==> config.mk <==
export PLATFORM = sky130hd
export DESIGN_NAME = f2b_convert
export DESIGN_NICKNAME = d
export VERILOG_FILES = /design/src/rtl/f2b_pkg.sv /design/src/rtl/f2b_classify.sv /design/src/rtl/f2b_round.sv /design/src/rtl/f2b_convert.sv
export SDC_FILE = /design/constraint.sdc
export NUM_CORES = 1
export LEC_CHECK = 0
export BUFFER_PORTS_ARGS = -buffer_cell sky130_fd_sc_hd__buf_2
export CAP_MARGIN = 20
export CORE_MARGIN = 2
export CORE_UTILIZATION = 49
export CTS_BUF_LIST = sky130_fd_sc_hd__clkbuf_8
export DETAILED_ROUTE_END_ITERATION = 6
export PLACE_DENSITY = 0.86
export SYNTH_ARGS = -nofsm -noshare
export SYNTH_HDL_FRONTEND = slang
export SYNTH_HIERARCHICAL = 1
export SYNTH_SLANG_ARGS = --single-unit
==> constraint.sdc <==
create_clock -name clk -period 2.9 [get_ports clk]
set_clock_uncertainty 0.2 [all_clocks]
set_input_delay 0.58 -clock clk [delete_from_list [all_inputs] [get_ports clk]]
set_output_delay 0.58 -clock clk [all_outputs]
set_load 0.1 [all_outputs]
==> src/rtl/f2b_pkg.sv <==
package f2b_pkg;
    typedef enum logic [2:0] {
        CLS_ZERO,
        CLS_SUB,
        CLS_NORM,
        CLS_INF,
        CLS_NAN
    } f2b_class_e;
endpackage

==> src/rtl/f2b_classify.sv <==
module f2b_classify
    import f2b_pkg::*;
#(
    parameter int EXP_W    = 8,
    parameter int IN_MAN_W = 23
) (
    input  logic [EXP_W-1:0]    exp_i,
    input  logic [IN_MAN_W-1:0] man_i,
    output f2b_class_e          cls_o
);
    logic exp_ones, exp_zero, man_zero;

    always_comb begin
        exp_ones = &exp_i;
        exp_zero = ~|exp_i;
        man_zero = ~|man_i;
        if (exp_ones)
            cls_o = man_zero ? CLS_INF : CLS_NAN;
        else if (exp_zero)
            cls_o = man_zero ? CLS_ZERO : CLS_SUB;
        else
            cls_o = CLS_NORM;
    end
endmodule

==> src/rtl/f2b_round.sv <==
module f2b_round #(
    parameter int EXP_W     = 8,
    parameter int IN_MAN_W  = 23,
    parameter int OUT_MAN_W = 7,
    localparam int MAG_W    = EXP_W + IN_MAN_W,
    localparam int OMAG_W   = EXP_W + OUT_MAN_W,
    localparam int DROP_W   = IN_MAN_W - OUT_MAN_W
) (
    input  logic [MAG_W-1:0]  mag_i,
    input  logic              rne_i,
    output logic [OMAG_W-1:0] mag_o,
    output logic              ovf_o,
    output logic              lost_o
);
    logic [MAG_W-1:0] bias;
    logic [MAG_W-1:0] sum;

    always_comb begin
        bias = '0;
        if (rne_i)
            bias = {{(MAG_W-DROP_W+1){1'b0}}, {(DROP_W-1){1'b1}}}
                 + {{(MAG_W-1){1'b0}}, mag_i[DROP_W]};
        sum    = mag_i + bias;
        mag_o  = sum[MAG_W-1:DROP_W];
        ovf_o  = rne_i & (&sum[MAG_W-1:IN_MAN_W]);
        lost_o = |mag_i[DROP_W-1:0];
    end
endmodule

==> src/rtl/f2b_convert.sv <==
module f2b_convert
    import f2b_pkg::*;
#(
    parameter int EXP_W     = 8,
    parameter int IN_MAN_W  = 23,
    parameter int OUT_MAN_W = 7,
    localparam int IN_W     = 1 + EXP_W + IN_MAN_W,
    localparam int OUT_W    = 1 + EXP_W + OUT_MAN_W
) (
    input  logic             clk,
    input  logic             rst_n,
    input  logic             in_valid,
    input  logic             rnd_mode,
    input  logic [IN_W-1:0]  in_word,
    output logic             out_valid,
    output logic [OUT_W-1:0] out_half,
    output logic             out_ovf,
    output logic             out_inexact
);
    logic                 sgn;
    logic [EXP_W-1:0]     exp_f;
    logic [IN_MAN_W-1:0]  man_f;
    f2b_class_e           cls;
    logic [OUT_W-2:0]     rnd_mag;
    logic                 rnd_ovf, rnd_lost;
    logic [OUT_W-1:0]     nxt_half;
    logic                 nxt_ovf, nxt_inexact;

    assign sgn   = in_word[IN_W-1];
    assign exp_f = in_word[IN_W-2 -: EXP_W];
    assign man_f = in_word[IN_MAN_W-1:0];

    f2b_classify #(.EXP_W(EXP_W), .IN_MAN_W(IN_MAN_W)) u_cls (
        .exp_i (exp_f),
        .man_i (man_f),
        .cls_o (cls)
    );

    f2b_round #(.EXP_W(EXP_W), .IN_MAN_W(IN_MAN_W), .OUT_MAN_W(OUT_MAN_W)) u_rnd (
        .mag_i  (in_word[IN_W-2:0]),
        .rne_i  (rnd_mode),
        .mag_o  (rnd_mag),
        .ovf_o  (rnd_ovf),
        .lost_o (rnd_lost)
    );

    // next-value process
    always_comb begin
        nxt_half    = {sgn, {(OUT_W-1){1'b0}}};
        nxt_ovf     = 1'b0;
        nxt_inexact = 1'b0;
        unique case (cls)
            CLS_NAN:  nxt_half = {sgn, {EXP_W{1'b1}}, 1'b1,
                                  man_f[IN_MAN_W-2 -: OUT_MAN_W-1]};
            CLS_INF:  nxt_half = {sgn, {EXP_W{1'b1}}, {OUT_MAN_W{1'b0}}};
            CLS_ZERO: nxt_half = {sgn, {(OUT_W-1){1'b0}}};
            CLS_SUB:  begin
                nxt_half    = {sgn, {(OUT_W-1){1'b0}}};
                nxt_inexact = 1'b1;
            end
            CLS_NORM: begin
                nxt_inexact = rnd_lost;
                if (rnd_ovf) begin
                    nxt_half    = {sgn, {EXP_W{1'b1}}, {OUT_MAN_W{1'b0}}};
                    nxt_ovf     = 1'b1;
                    nxt_inexact = 1'b1;
                end else begin
                    nxt_half = {sgn, rnd_mag};
                end
            end
            default:  nxt_half = {sgn, {(OUT_W-1){1'b0}}};
        endcase
    end

    // register process
    always_ff @(posedge clk) begin
        if (!rst_n) begin
            out_valid   <= 1'b0;
            out_half    <= '0;
            out_ovf     <= 1'b0;
            out_inexact <= 1'b0;
        end else begin
            out_valid <= in_valid;
            if (in_valid) begin
                out_half    <= nxt_half;
                out_ovf     <= nxt_ovf;
                out_inexact <= nxt_inexact;
            end
        end
    end
endmodule

==> insert_results.sql, run 1 <==
INSERT INTO impl_metrics (metric_group, metric, value, unit) VALUES
('run_status', 'run_status', 'complete, no violations', ''),
('placement', 'post-dp-hpwl', '2600', 'um'),
('cts', 'clock_insertion_delay_worst_skew', '0.26', 'ns'),
('floorplanning', 'initial_standard_cell_utilization_of_the_core', '0.518', ''),
('drt', 'vias_per_cell', '5.74', ''),
('cells_and_area', 'layout.cells.most_common', 'buf_2', ''),
('logic_synthesis', 'dominantRegCellSynth', 'dfxtp_1', ''),
('timing', 'grt_setup_unrepaired', 'false', ''),
('timing', 'finalCritPeriodShare', '0.877', ''),
('cts', 'number_of_buffers_inserted_by_hold_repair_at_cts', '0', ''),
('logic_synthesis', 'synthDistinctLibCells', '43', ''),
('cells_and_area', 'layout_common_cells', 'buf_2 (54), dfxtp_1 (19), o21ai_0 (16)', ''),
('worst_setup_path', 'crit_arrival', '2.53', 'ns'),
('global_routing', 'first_global_vias', '1296', ''),
('drt', 'detailedRoute.firstIterationViolations', '28', ''),
('worst_setup_path', 'critical_path_peak_fanout', '8', ''),
('timing', 'slew-limit-headroom', '0.676', ''),
('cts', 'tritoncts.num_buffers', '3', ''),
('cts', 'tritoncts', 'yes', ''),
('logic_synthesis', 'async_flop_share', '0', ''),
('cells_and_area', 'final_layout_size_suffix_gt1_frac', '0.377', ''),
('hold_path', 'worst_hold_path_type', 'flop to flop', ''),
('cells_and_area', 'final_net_count', '242', ''),
('logic_synthesis', 'synthesis.yosys.warnings', '6', ''),
('drt', 'routed-via-count', '1343', ''),
('drt', 'postRouteWirelength', '3190', 'um'),
('timing', 'layout_min_cycle_time', '2.54', 'ns'),
('drt', 'route.detailed.drc', '0', ''),
('global_routing', 'grt_antenna_before_repair', '0', ''),
('cells_and_area', 'post-route-cell-area', '1630', 'sq um'),
('logic_synthesis', 'post_synth_inst_count', '148', ''),
('worst_setup_path', 'worst_setup_path_start_kind', 'input port', ''),
('global_routing', 'grt_start_max_net_pins', '17', ''),
('worst_setup_path', 'crit_required', '2.88', 'ns'),
('placement', 'gp_routability_congestion', '0.870', ''),
('timing', 'highest_achievable_clock_rate', '0.393', 'GHz'),
('timing', 'final-setup-viol-count', '0', ''),
('cts', 'clk_root_buffer_cell', 'clkbuf_8', ''),
('cts', 'buffers_inserted_during_post_cts_setup_optimization', '0', ''),
('floorplanning', 'chipWidth', '55.2', 'um'),
('cts', 'maximum_clock_insertion_buffer_count', '2', ''),
('timing', 'setup_tns', '0', 'ns'),
('cts', 'post_cts_resized', '0', ''),
('global_routing', 'grt_first_pass_wirelength', '5230', 'um'),
('cells_and_area', 'total_inserted_antenna_cells', '0', ''),
('floorplanning', 'io-pin-count', '55', ''),
('global_routing', 'gr-total-overflow', '0', ''),
('cells_and_area', 'syn2layout_area_growth', '26.9', '%'),
('timing', 'finalHoldViolCount', '0', ''),
('floorplanning', 'placementRows', '18', ''),
('power', 'total_leakage_power', '0.000706', 'uW'),
('logic_synthesis', 'syn-num-nets', '185', ''),
('drt', 'firstDrtPassIters', '4', ''),
('cts', 'htreeDepth', '1', ''),
('power', 'power-per-cell-area', '440', 'nW/um^2'),
('drt', 'route.detailed.wl_per_inst', '13.6', 'um'),
('worst_setup_path', 'end_kind', 'flop', ''),
('logic_synthesis', 'syn_area', '1280', 'sq um'),
('timing', 'slew_viol_final', '0', ''),
('floorplanning', 'floorplan.die_area', '3040', 'sq um'),
('worst_setup_path', 'critPathKind', 'input port to flop', ''),
('logic_synthesis', 'ys_seq_elements', '19', ''),
('floorplanning', 'fp.coreArea', '2480', 'sq um'),
('run', 'drv_cap', '0', ''),
('global_routing', 'total_routing_usage_gr', '0.235', ''),
('power', 'vdd_drop_max', '0.000380', 'V'),
('logic_synthesis', 'synthesis.area_per_instance', '8.67', 'sq um'),
('placement', 'post_dp_cell_area', '1580', 'sq um'),
('logic_synthesis', 'synth_edf_count', '0', ''),
('floorplanning', 'die_height', '55.2', 'um'),
('drt', 'route.antenna.remaining_nets', '0', ''),
('cts', 'cts.sink_count', '19', ''),
('timing', 'worst_slew_pin_slew', '0.490', 'ns'),
('logic_synthesis', 'synth-seq-area-share', '0.297', ''),
('cts', 'path_clk_slew', '0.07', 'ns'),
('placement', 'port_buffers', '54', '');
[report_power, final]
part	internal (uW)	switching [uW]
sequential	278	7.32
clock	95.6	87.9
combinational	61.3	187
[worst paths after layout]
check,startpoint,end,slack [ns],cells past startpoint
min reg2reg,out_half[6],out_half[6],0.27,2
max,rnd_mode,out_half[10],0.36,11
max reg2reg,out_half[10],out_half[10],2.01,2
min,out_half[6],out_half[6],0.27,2
[cell families (layout without fill, tap and decap cells)]
group,count (synthesis),in the layout,synth area share
xor gates and xnor gates,14,14,0.0956
muxes,2,2,0.0156
adders and majority gates,1,1,0.00975
DFF,19,19,0.297
AOI/OAI and AO/OA,47,47,0.243
buffers and inverters,8,64,0.0332
and+or+nand+nor,57,57,0.306
[sequential cells by signal (all words and copies together), names as in the netlist]
register and cells:
out_half 16, out_inexact 1, out_ovf 1, out_valid 1
[through the flow]
stage	std cells	util	setup WS (ns)	power (uW)	hold WS, ns
detailed placement	230	0.638	0.0827	539	0.258
global route	234	0.657	0.0860	745	0.300
finish	234	0.657	0.356	717	0.270
CTS	234	0.657	0.343	719	0.277
floorplan	148	-	0.317	469	0.508
global placement	230	0.638	0.191	534	0.256
[area by class of cell]
class                      instances  area, sq um
clock inverter                     1         5.00
fill                             208          850
multi-input combinational        121          860
clock buffer                       3         41.3
sequential                        19          380
timing repair buffer              57          293
inverter                           3         11.3
tap                               30         37.5
[critical path, cell delays in order]
cell and delay [ns]:
buf_2 0.10, and2_2 0.14, ha_1 0.26, nand3_4 0.14, nor3_2 0.24, xor2_1 0.19
nor2b_1 0.16, buf_4 0.15, or2_0 0.28, o21ai_0 0.13, a21oi_1 0.16
[Yosys cell counts, types with 3 or more instances]
cell	count	share of area
xnor2_1	9	0.061
nor2_1	3	0.0088
nand4_1	7	0.034
a21oi_1	11	0.043
xor2_1	5	0.034
dfxtp_1	19	0.30
nand2_1	10	0.029
o21ai_0	16	0.062
nor4_1	9	0.044
a22o_1	12	0.082
inv_1	3	0.0088
nor2b_1	6	0.029
[per-layer routing]
metal	routed length (um)	global-route usage	up-vias
met5	0	0	-
met4	44	0.0772	0
met3	179	0.0161	5
met2	1590	0.433	52
met1	1370	0.289	617
li1	-	-	669
Note: power is estimated with default switching activity, not from simulation.
==> inputs of run 2 (changes only) <==
CORE_UTILIZATION = 44   (was 49)
PLACE_DENSITY = 0.82   (was 0.86)
clock period = 2.2 ns   (was 2.9 ns; I/O delays follow)
==> run 2 against run 1 <==
Effect of this change:
- register-to-register slack lost 0.66 ns
- sequential power grew 32%
- final area grew 17%
- largest power group unchanged
- die area grew 11%
- highest routed layer unchanged
- critical path depth shrank 2
- via count grew 4.9%
==> insert_results.sql, run 2 (same netlist as run 1, synthesis figures left out) <==
INSERT INTO impl_metrics (metric_group, metric, value, unit) VALUES
('drt', 'route.detailed.wl_per_inst', '12.6', 'um'),
('cells_and_area', 'layout.cells.most_common', 'buf_2', ''),
('timing', 'worst_slew_pin_slew', '0.486', 'ns'),
('worst_setup_path', 'crit_arrival', '2.02', 'ns'),
('global_routing', 'grt_start_max_net_pins', '17', ''),
('worst_setup_path', 'worstRegToRegCells', '2', ''),
('timing', 'finalCritPeriodShare', '0.944', ''),
('cells_and_area', 'post-route-cell-area', '1910', 'sq um'),
('global_routing', 'global_route.peak_usage_layer', 'met2', ''),
('global_routing', 'total_routing_usage_gr', '0.219', ''),
('placement', 'post-dp-hpwl', '2730', 'um'),
('cts', 'clk_root_buffer_cell', 'clkbuf_8', ''),
('cts', 'htreeDepth', '1', ''),
('timing', 'slew_viol_final', '0', ''),
('hold_path', 'worst_hold_path_type', 'input port to flop', ''),
('global_routing', 'gr-usage-met3', '0.0201', ''),
('cts', 'buffers_inserted_during_post_cts_setup_optimization', '0', ''),
('global_routing', 'gr-total-overflow', '0', ''),
('global_routing', 'first_global_vias', '1410', ''),
('placement', 'place_worst_setup_slack', '-0.178', 'ns'),
('power', 'cellInternalPower', '603', 'uW'),
('cells_and_area', 'final_net_count', '273', ''),
('cts', 'maximum_clock_insertion_buffer_count', '2', ''),
('worst_setup_path', 'critPathKind', 'input port to flop', ''),
('power', 'clockPowerShare', '0.236', ''),
('power', 'power-per-cell-area', '510', 'nW/um^2'),
('floorplanning', 'initial_standard_cell_utilization_of_the_core', '0.465', ''),
('drt', 'vias_per_cell', '5.30', ''),
('worst_setup_path', 'critical_register_to_register_path_endpoint', 'out_half[9]', ''),
('power', 'p_switching', '372', 'uW'),
('hold_path', 'min_delay_worst_endpoint', 'out_half[15]', ''),
('drt', 'detailedRoute.firstIterationViolations', '41', ''),
('power', 'vdd_drop_max', '0.000529', 'V'),
('worst_setup_path', 'rrSetupSlack', '1.35', 'ns'),
('cells_and_area', 'final_layout_size_suffix_gt1_frac', '0.481', ''),
('placement', 'gp_routability_congestion', '0.829', ''),
('cts', 'tritoncts', 'yes', ''),
('floorplanning', 'fp.coreArea', '2760', 'sq um'),
('cts', 'clock_insertion_delay_worst_skew', '0.25', 'ns'),
('timing', 'final-setup-viol-count', '0', ''),
('drt', 'route.antenna.remaining_nets', '0', ''),
('hold_path', 'min-delay-start', 'in_word[31]', ''),
('worst_setup_path', 'worst_setup_path_start_kind', 'input port', ''),
('cts', 'cts.sink_count', '19', ''),
('global_routing', 'grt_antenna_before_repair', '0', ''),
('timing', 'highest_achievable_clock_rate', '0.482', 'GHz'),
('placement', 'port_buffers', '54', ''),
('cts', 'tritoncts.num_buffers', '3', ''),
('cells_and_area', 'largest_register_ff_count', '16', ''),
('drt', 'firstDrtPassIters', '4', ''),
('cts', 'number_of_buffers_inserted_by_hold_repair_at_cts', '0', ''),
('cells_and_area', 'regMostFlops', 'out_half', ''),
('worst_setup_path', 'crit_required', '2.15', 'ns'),
('power', 'switch_share', '0.382', ''),
('cells_and_area', 'syn2layout_area_growth', '49.0', '%'),
('power', 'share_comb_of_total_power', '0.377', ''),
('floorplanning', 'chipWidth', '58.0', 'um'),
('timing', 'slew-limit-headroom', '0.678', ''),
('cells_and_area', 'layout_common_cells', 'buf_2 (54), buf_4 (34), dfxtp_1 (19)', ''),
('cts', 'path_clk_slew', '0.07', 'ns'),
('drt', 'postRouteWirelength', '3360', 'um'),
('cells_and_area', 'total_inserted_antenna_cells', '0', ''),
('floorplanning', 'die_height', '58.0', 'um'),
('run_status', 'run_status', 'complete, no violations', ''),
('worst_setup_path', 'critical_path_peak_fanout', '9', ''),
('power', 'power.share.sequential', '0.386', ''),
('timing', 'layout_min_cycle_time', '2.08', 'ns'),
('worst_setup_path', 'end_kind', 'flop', ''),
('floorplanning', 'io-pin-count', '55', ''),
('drt', 'route.detailed.drc', '0', ''),
('global_routing', 'grt_first_pass_wirelength', '5870', 'um'),
('power', 'total_leakage_power', '0.000877', 'uW'),
('worst_setup_path', 'worstReg2RegStart', 'out_half[9]', ''),
('drt', 'routed-via-count', '1409', ''),
('global_routing', 'grt_use_met1', '0.264', ''),
('timing', 'final_critical_path_setup_slack', '0.124', 'ns'),
('floorplanning', 'placementRows', '19', ''),
('cts', 'post_cts_resized', '0', ''),
('run', 'drv_cap', '0', ''),
('floorplanning', 'floorplan.die_area', '3360', 'sq um'),
('placement', 'post_dp_cell_area', '1840', 'sq um'),
('hold_path', 'worst_hold_depth', '3', ''),
('timing', 'finalHoldViolCount', '0', ''),
('cells_and_area', 'fillers', '219', ''),
('global_routing', 'global_route.usage.met2', '0.396', '');
[run 2: critical path: stages]
cell and delay [ns]:
buf_2 0.11, nor4_2 0.28, nand4_1 0.18, nor2_4 0.16, o21a_1 0.19, buf_4 0.13, nor2b_4 0.06, o211a_4 0.25
a22o_1 0.21
[run 2: layout make-up]
type                       count  area (sq um)  area share
tap                           31          38.8      0.0203
clock inverter                 1          3.75     0.00196
multi-input combinational    121           910       0.476
timing repair buffer          88           526       0.275
clock buffer                   3          41.3      0.0216
sequential                    19           380       0.199
inverter                       3          11.3     0.00589
[run 2: through the flow]
step	std cells	hold slack (ns)	util	TNS [ns]	power (uW)
floorplan	148	0.368	-	0	620
global placement	262	0.256	0.668	-0.977	744
detailed placement	262	0.256	0.668	-2.04	749
CTS	266	0.256	0.684	0	977
global route	266	0.296	0.693	-0.0404	1020
finish	266	0.255	0.693	0	975
[run 2: power groups by stage]
stage / clock network (uW) / registers [uW] / logic [uW]
detailed placement: 0 / 384 / 364
global route: 251 / 379 / 391
floorplan: 0 / 543 / 77.1
CTS: 235 / 377 / 365
global placement: 0 / 383 / 361
finish: 231 / 377 / 368
[run 2: per-layer routing]
metal / vias to the layer above / wire (um) / share of wire
met5: - / 0 / 0
met4: 0 / 44 / 0.013
met3: 5 / 163 / 0.049
met2: 51 / 1710 / 0.51
met1: 619 / 1440 / 0.43
li1: 734 / - / -
[run 2: how the worst max path moves through the flow]
stage	cells past startpoint	start	end	slack [ns]
finish	9	in_word[10]	out_half[5]	0.12
global route	9	in_word[10]	out_half[5]	-0.02
CTS	8	in_word[16]	out_half[5]	0.09
detailed placement	8	in_word[16]	out_half[5]	-0.18
global placement	11	rnd_mode	out_half[8]	-0.08
floorplan	10	rnd_mode	out_half[8]	0.05
==> inputs of run 3 (changes only) <==
CORE_UTILIZATION = 42   (was 44)
GPL_ROUTABILITY_DRIVEN = 0   (was default)
PLACE_DENSITY = 0.77   (was 0.82)
SYNTH_HIERARCHICAL = default   (was 1)
==> run 3 against run 2 <==
Effect of this change:
- clock-buffer cell count is the same
- worst hold slack improved by 0.0018 ns
- die area shrank 9.7%
- global-route usage decreased by 0.87 points
- synthesized cell count decreased by 8.1%
- critical endpoint is now out_half[12]
- power fell by 6.0%
- setup slack improved by 0.13 ns
- synthesized area fell by 14%
- routed wire length shrank 9.7%
- sequential power about the same
- sequential share of layout area is 6.8 points higher
==> insert_results.sql, run 3 <==
INSERT INTO impl_metrics (metric_group, metric, value, unit) VALUES
('logic_synthesis', 'syn-num-nets', '173', ''),
('cells_and_area', 'final_net_count', '226', ''),
('logic_synthesis', 'synth_edf_count', '0', ''),
('drt', 'route.antenna.remaining_nets', '0', ''),
('power', 'vdd_drop_max', '0.000521', 'V'),
('floorplanning', 'fp.coreArea', '2480', 'sq um'),
('worst_setup_path', 'worstReg2RegStart', 'out_inexact', ''),
('cts', 'tritoncts', 'yes', ''),
('floorplanning', 'die_height', '55.1', 'um'),
('logic_synthesis', 'syn_area', '1100', 'sq um'),
('power', 'share_comb_of_total_power', '0.323', ''),
('logic_synthesis', 'count_leader_synth', 'dfxtp_1', ''),
('cells_and_area', 'largest_register_ff_count', '16', ''),
('drt', 'firstDrtPassIters', '4', ''),
('timing', 'slew-limit-headroom', '0.674', ''),
('cells_and_area', 'syn2layout_area_growth', '29.8', '%'),
('global_routing', 'first_global_vias', '1083', ''),
('global_routing', 'grt_start_max_net_pins', '24', ''),
('logic_synthesis', 'synth.top_cell.area_share', '0.347', ''),
('cts', 'post_cts_resized', '0', ''),
('power', 'total_leakage_power', '0.000651', 'uW'),
('cts', 'tritoncts.num_buffers', '3', ''),
('logic_synthesis', 'synth_area_leaders', 'dfxtp_1 (35%), o21ai_0 (6.4%), xnor2_1 (4.8%), nand2_1 (4.4%), a21oi_1 (4.1%)', ''),
('cts', 'path_clk_slew', '0.07', 'ns'),
('placement', 'post_dp_cell_area', '1380', 'sq um'),
('worst_setup_path', 'crit_required', '2.13', 'ns'),
('placement', 'post-dp-hpwl', '2410', 'um'),
('timing', 'grt_setup_unrepaired', 'false', ''),
('global_routing', 'grt_first_pass_wirelength', '4610', 'um'),
('hold_path', 'worst_hold_path_type', 'input port to flop', ''),
('power', 'power.share.sequential', '0.408', ''),
('floorplanning', 'initial_standard_cell_utilization_of_the_core', '0.443', ''),
('logic_synthesis', 'synth_common_cells', 'dfxtp_1 (19), o21ai_0 (14), nand2_1 (13), a21oi_1 (9)', ''),
('placement', 'port_buffers', '54', ''),
('drt', 'route.detailed.drc', '0', ''),
('power', 'cellInternalPower', '559', 'uW'),
('logic_synthesis', 'synthesis.yosys.warnings', '0', ''),
('cts', 'cts.sink_count', '19', ''),
('run', 'drv_cap', '0', ''),
('drt', 'vias_per_cell', '5.57', ''),
('floorplanning', 'floorplan.die_area', '3040', 'sq um'),
('timing', 'finalCritPeriodShare', '0.883', ''),
('drt', 'postRouteWirelength', '3030', 'um'),
('cts', 'clock_insertion_delay_worst_skew', '0.25', 'ns'),
('worst_setup_path', 'critPathKind', 'input port to flop', ''),
('global_routing', 'grt_antenna_before_repair', '0', ''),
('cts', 'clk_root_buffer_cell', 'clkbuf_8', ''),
('cts', 'htreeDepth', '1', ''),
('logic_synthesis', 'synth-seq-area-share', '0.347', ''),
('timing', 'worst_slew_pin_slew', '0.493', 'ns'),
('cells_and_area', 'final-seq-area', '380', 'sq um'),
('logic_synthesis', 'async_flop_share', '0', ''),
('logic_synthesis', 'post_synth_inst_count', '136', ''),
('logic_synthesis', 'synthDistinctLibCells', '39', ''),
('logic_synthesis', 'ys_seq_elements', '19', ''),
('floorplanning', 'io-pin-count', '55', ''),
('timing', 'highest_achievable_clock_rate', '0.515', 'GHz'),
('cells_and_area', 'regMostFlops', 'out_half', ''),
('cells_and_area', 'layout.cells.most_common', 'buf_2', ''),
('timing', 'final-setup-viol-count', '0', ''),
('logic_synthesis', 'synthesis.area_per_instance', '8.07', 'sq um'),
('global_routing', 'gr-total-overflow', '0', ''),
('drt', 'detailedRoute.firstIterationViolations', '21', ''),
('logic_synthesis', 'synth_area_leader_cell', 'dfxtp_1', ''),
('logic_synthesis', 'dominantRegCellSynth', 'dfxtp_1', ''),
('run_status', 'run_status', 'complete, no violations', ''),
('floorplanning', 'placementRows', '18', ''),
('worst_setup_path', 'crit_start', 'in_word[16]', ''),
('worst_setup_path', 'worst_setup_path_start_kind', 'input port', ''),
('cells_and_area', 'layout_common_cells', 'buf_2 (54), dfxtp_1 (19), o21ai_0 (14)', ''),
('cts', 'number_of_buffers_inserted_by_hold_repair_at_cts', '0', ''),
('cts', 'maximum_clock_insertion_buffer_count', '2', ''),
('timing', 'finalHoldViolCount', '0', ''),
('cells_and_area', 'final_layout_size_suffix_gt1_frac', '0.330', ''),
('hold_path', 'min-delay-start', 'in_word[31]', ''),
('worst_setup_path', 'end_kind', 'flop', ''),
('worst_setup_path', 'crit_arrival', '1.88', 'ns'),
('timing', 'slew_viol_final', '0', ''),
('cells_and_area', 'multi_input_comb_area', '678', 'sq um'),
('cells_and_area', 'post-route-cell-area', '1420', 'sq um'),
('cells_and_area', 'fillers', '259', ''),
('drt', 'route.detailed.wl_per_inst', '13.9', 'um'),
('global_routing', 'total_routing_usage_gr', '0.211', ''),
('worst_setup_path', 'critical_path_peak_fanout', '6', ''),
('power', 'switch_share', '0.390', ''),
('timing', 'setup_tns', '0', 'ns'),
('timing', 'layout_min_cycle_time', '1.94', 'ns'),
('cells_and_area', 'total_inserted_antenna_cells', '0', ''),
('floorplanning', 'chipWidth', '55.1', 'um'),
('cts', 'buffers_inserted_during_post_cts_setup_optimization', '0', ''),
('power', 'power-per-cell-area', '643', 'nW/um^2'),
('power', 'clockPowerShare', '0.269', ''),
('drt', 'routed-via-count', '1214', ''),
('power', 'p_switching', '358', 'uW');
[run 3: changes by cell type in the layout (fill, tap and decap cells not counted), sizes merged, moves of 3 or more]
cell and change:
nor4 -6, and4 +5, xnor2 -3, nor2 -3, nor2b -3, a22o -12, and2 +5, o21ai -3
buf -34, a21oi -3, and3 +3
[run 3: path summary, 6_finish.rpt]
path	end	slack [ns]	cells after the start
hold reg to reg	out_half[4]	0.26	2
setup / recovery	out_half[12]	0.26	8
hold / removal	out_half[15]	0.26	3
setup reg to reg	out_inexact	1.15	3
[run 3: kinds of logic (layout without fill, tap and decap cells)]
kind of cell | count (synthesis) | in the layout | synth area share
AOI/OAI and AO/OA | 36 | 36 | 0.194
and+or+nand+nor | 60 | 60 | 0.324
adders and majority gates | 1 | 1 | 0.0114
muxes | 1 | 1 | 0.00912
buffers and inverters | 9 | 61 | 0.0353
DFF | 19 | 19 | 0.347
xor gates and xnor gates | 10 | 10 | 0.0798
[run 3: per-layer routing]
| layer | wire (um) | vias up | GRT usage | share of wire |
|---|---|---|---|---|
| li1 | - | 603 | - | - |
| met3 | 132 | 6 | 0.0376 | 0.044 |
| met5 | 0 | - | 0 | 0 |
| met4 | 58 | 0 | 0.0935 | 0.019 |
| met2 | 1490 | 42 | 0.363 | 0.49 |
| met1 | 1350 | 563 | 0.254 | 0.44 |
[run 3: metrics by stage]
step           worst slack, ns   util  power, uW  hold WS (ns)  std cells
2_1_floorplan            0.204      -        597         0.378        136
3_3_place_gp            0.0434  0.556        673         0.232        214
3_5_place_dp          -0.00624  0.556        677         0.245        214
4_1_cts                  0.258  0.575        918         0.256        218
5_1_grt                  0.161  0.575        948         0.263        218
6_report                 0.257  0.575        916         0.257        218
[run 3: cell type report]
| cell class | count | area share |
|---|---|---|
| Clock buffer | 3 | 0.0290 |
| Multi-Input combinational cell | 108 | 0.476 |
| Sequential cell | 19 | 0.267 |
| Timing Repair Buffer | 54 | 0.190 |
| Tap cell | 30 | 0.0264 |
| Clock inverter | 1 | 0.00351 |
| Inverter | 3 | 0.00791 |
[run 3: worst max-delay path, stage by stage]
cell     delay, ns
buf_2         0.12
and2_1        0.13
ha_1          0.16
and3_1        0.24
and3_1        0.33
and3_1        0.24
xnor2_1       0.14
a21oi_1       0.08
[run 3: power groups by stage]
stage	Sequential (uW)	Clock (uW)	Combinational, uW
after detailed placement	382	0	295
after CTS	374	247	296
after global placement	382	0	291
final	374	246	296
after floorplan	537	0	60.6
after global routing	376	260	312
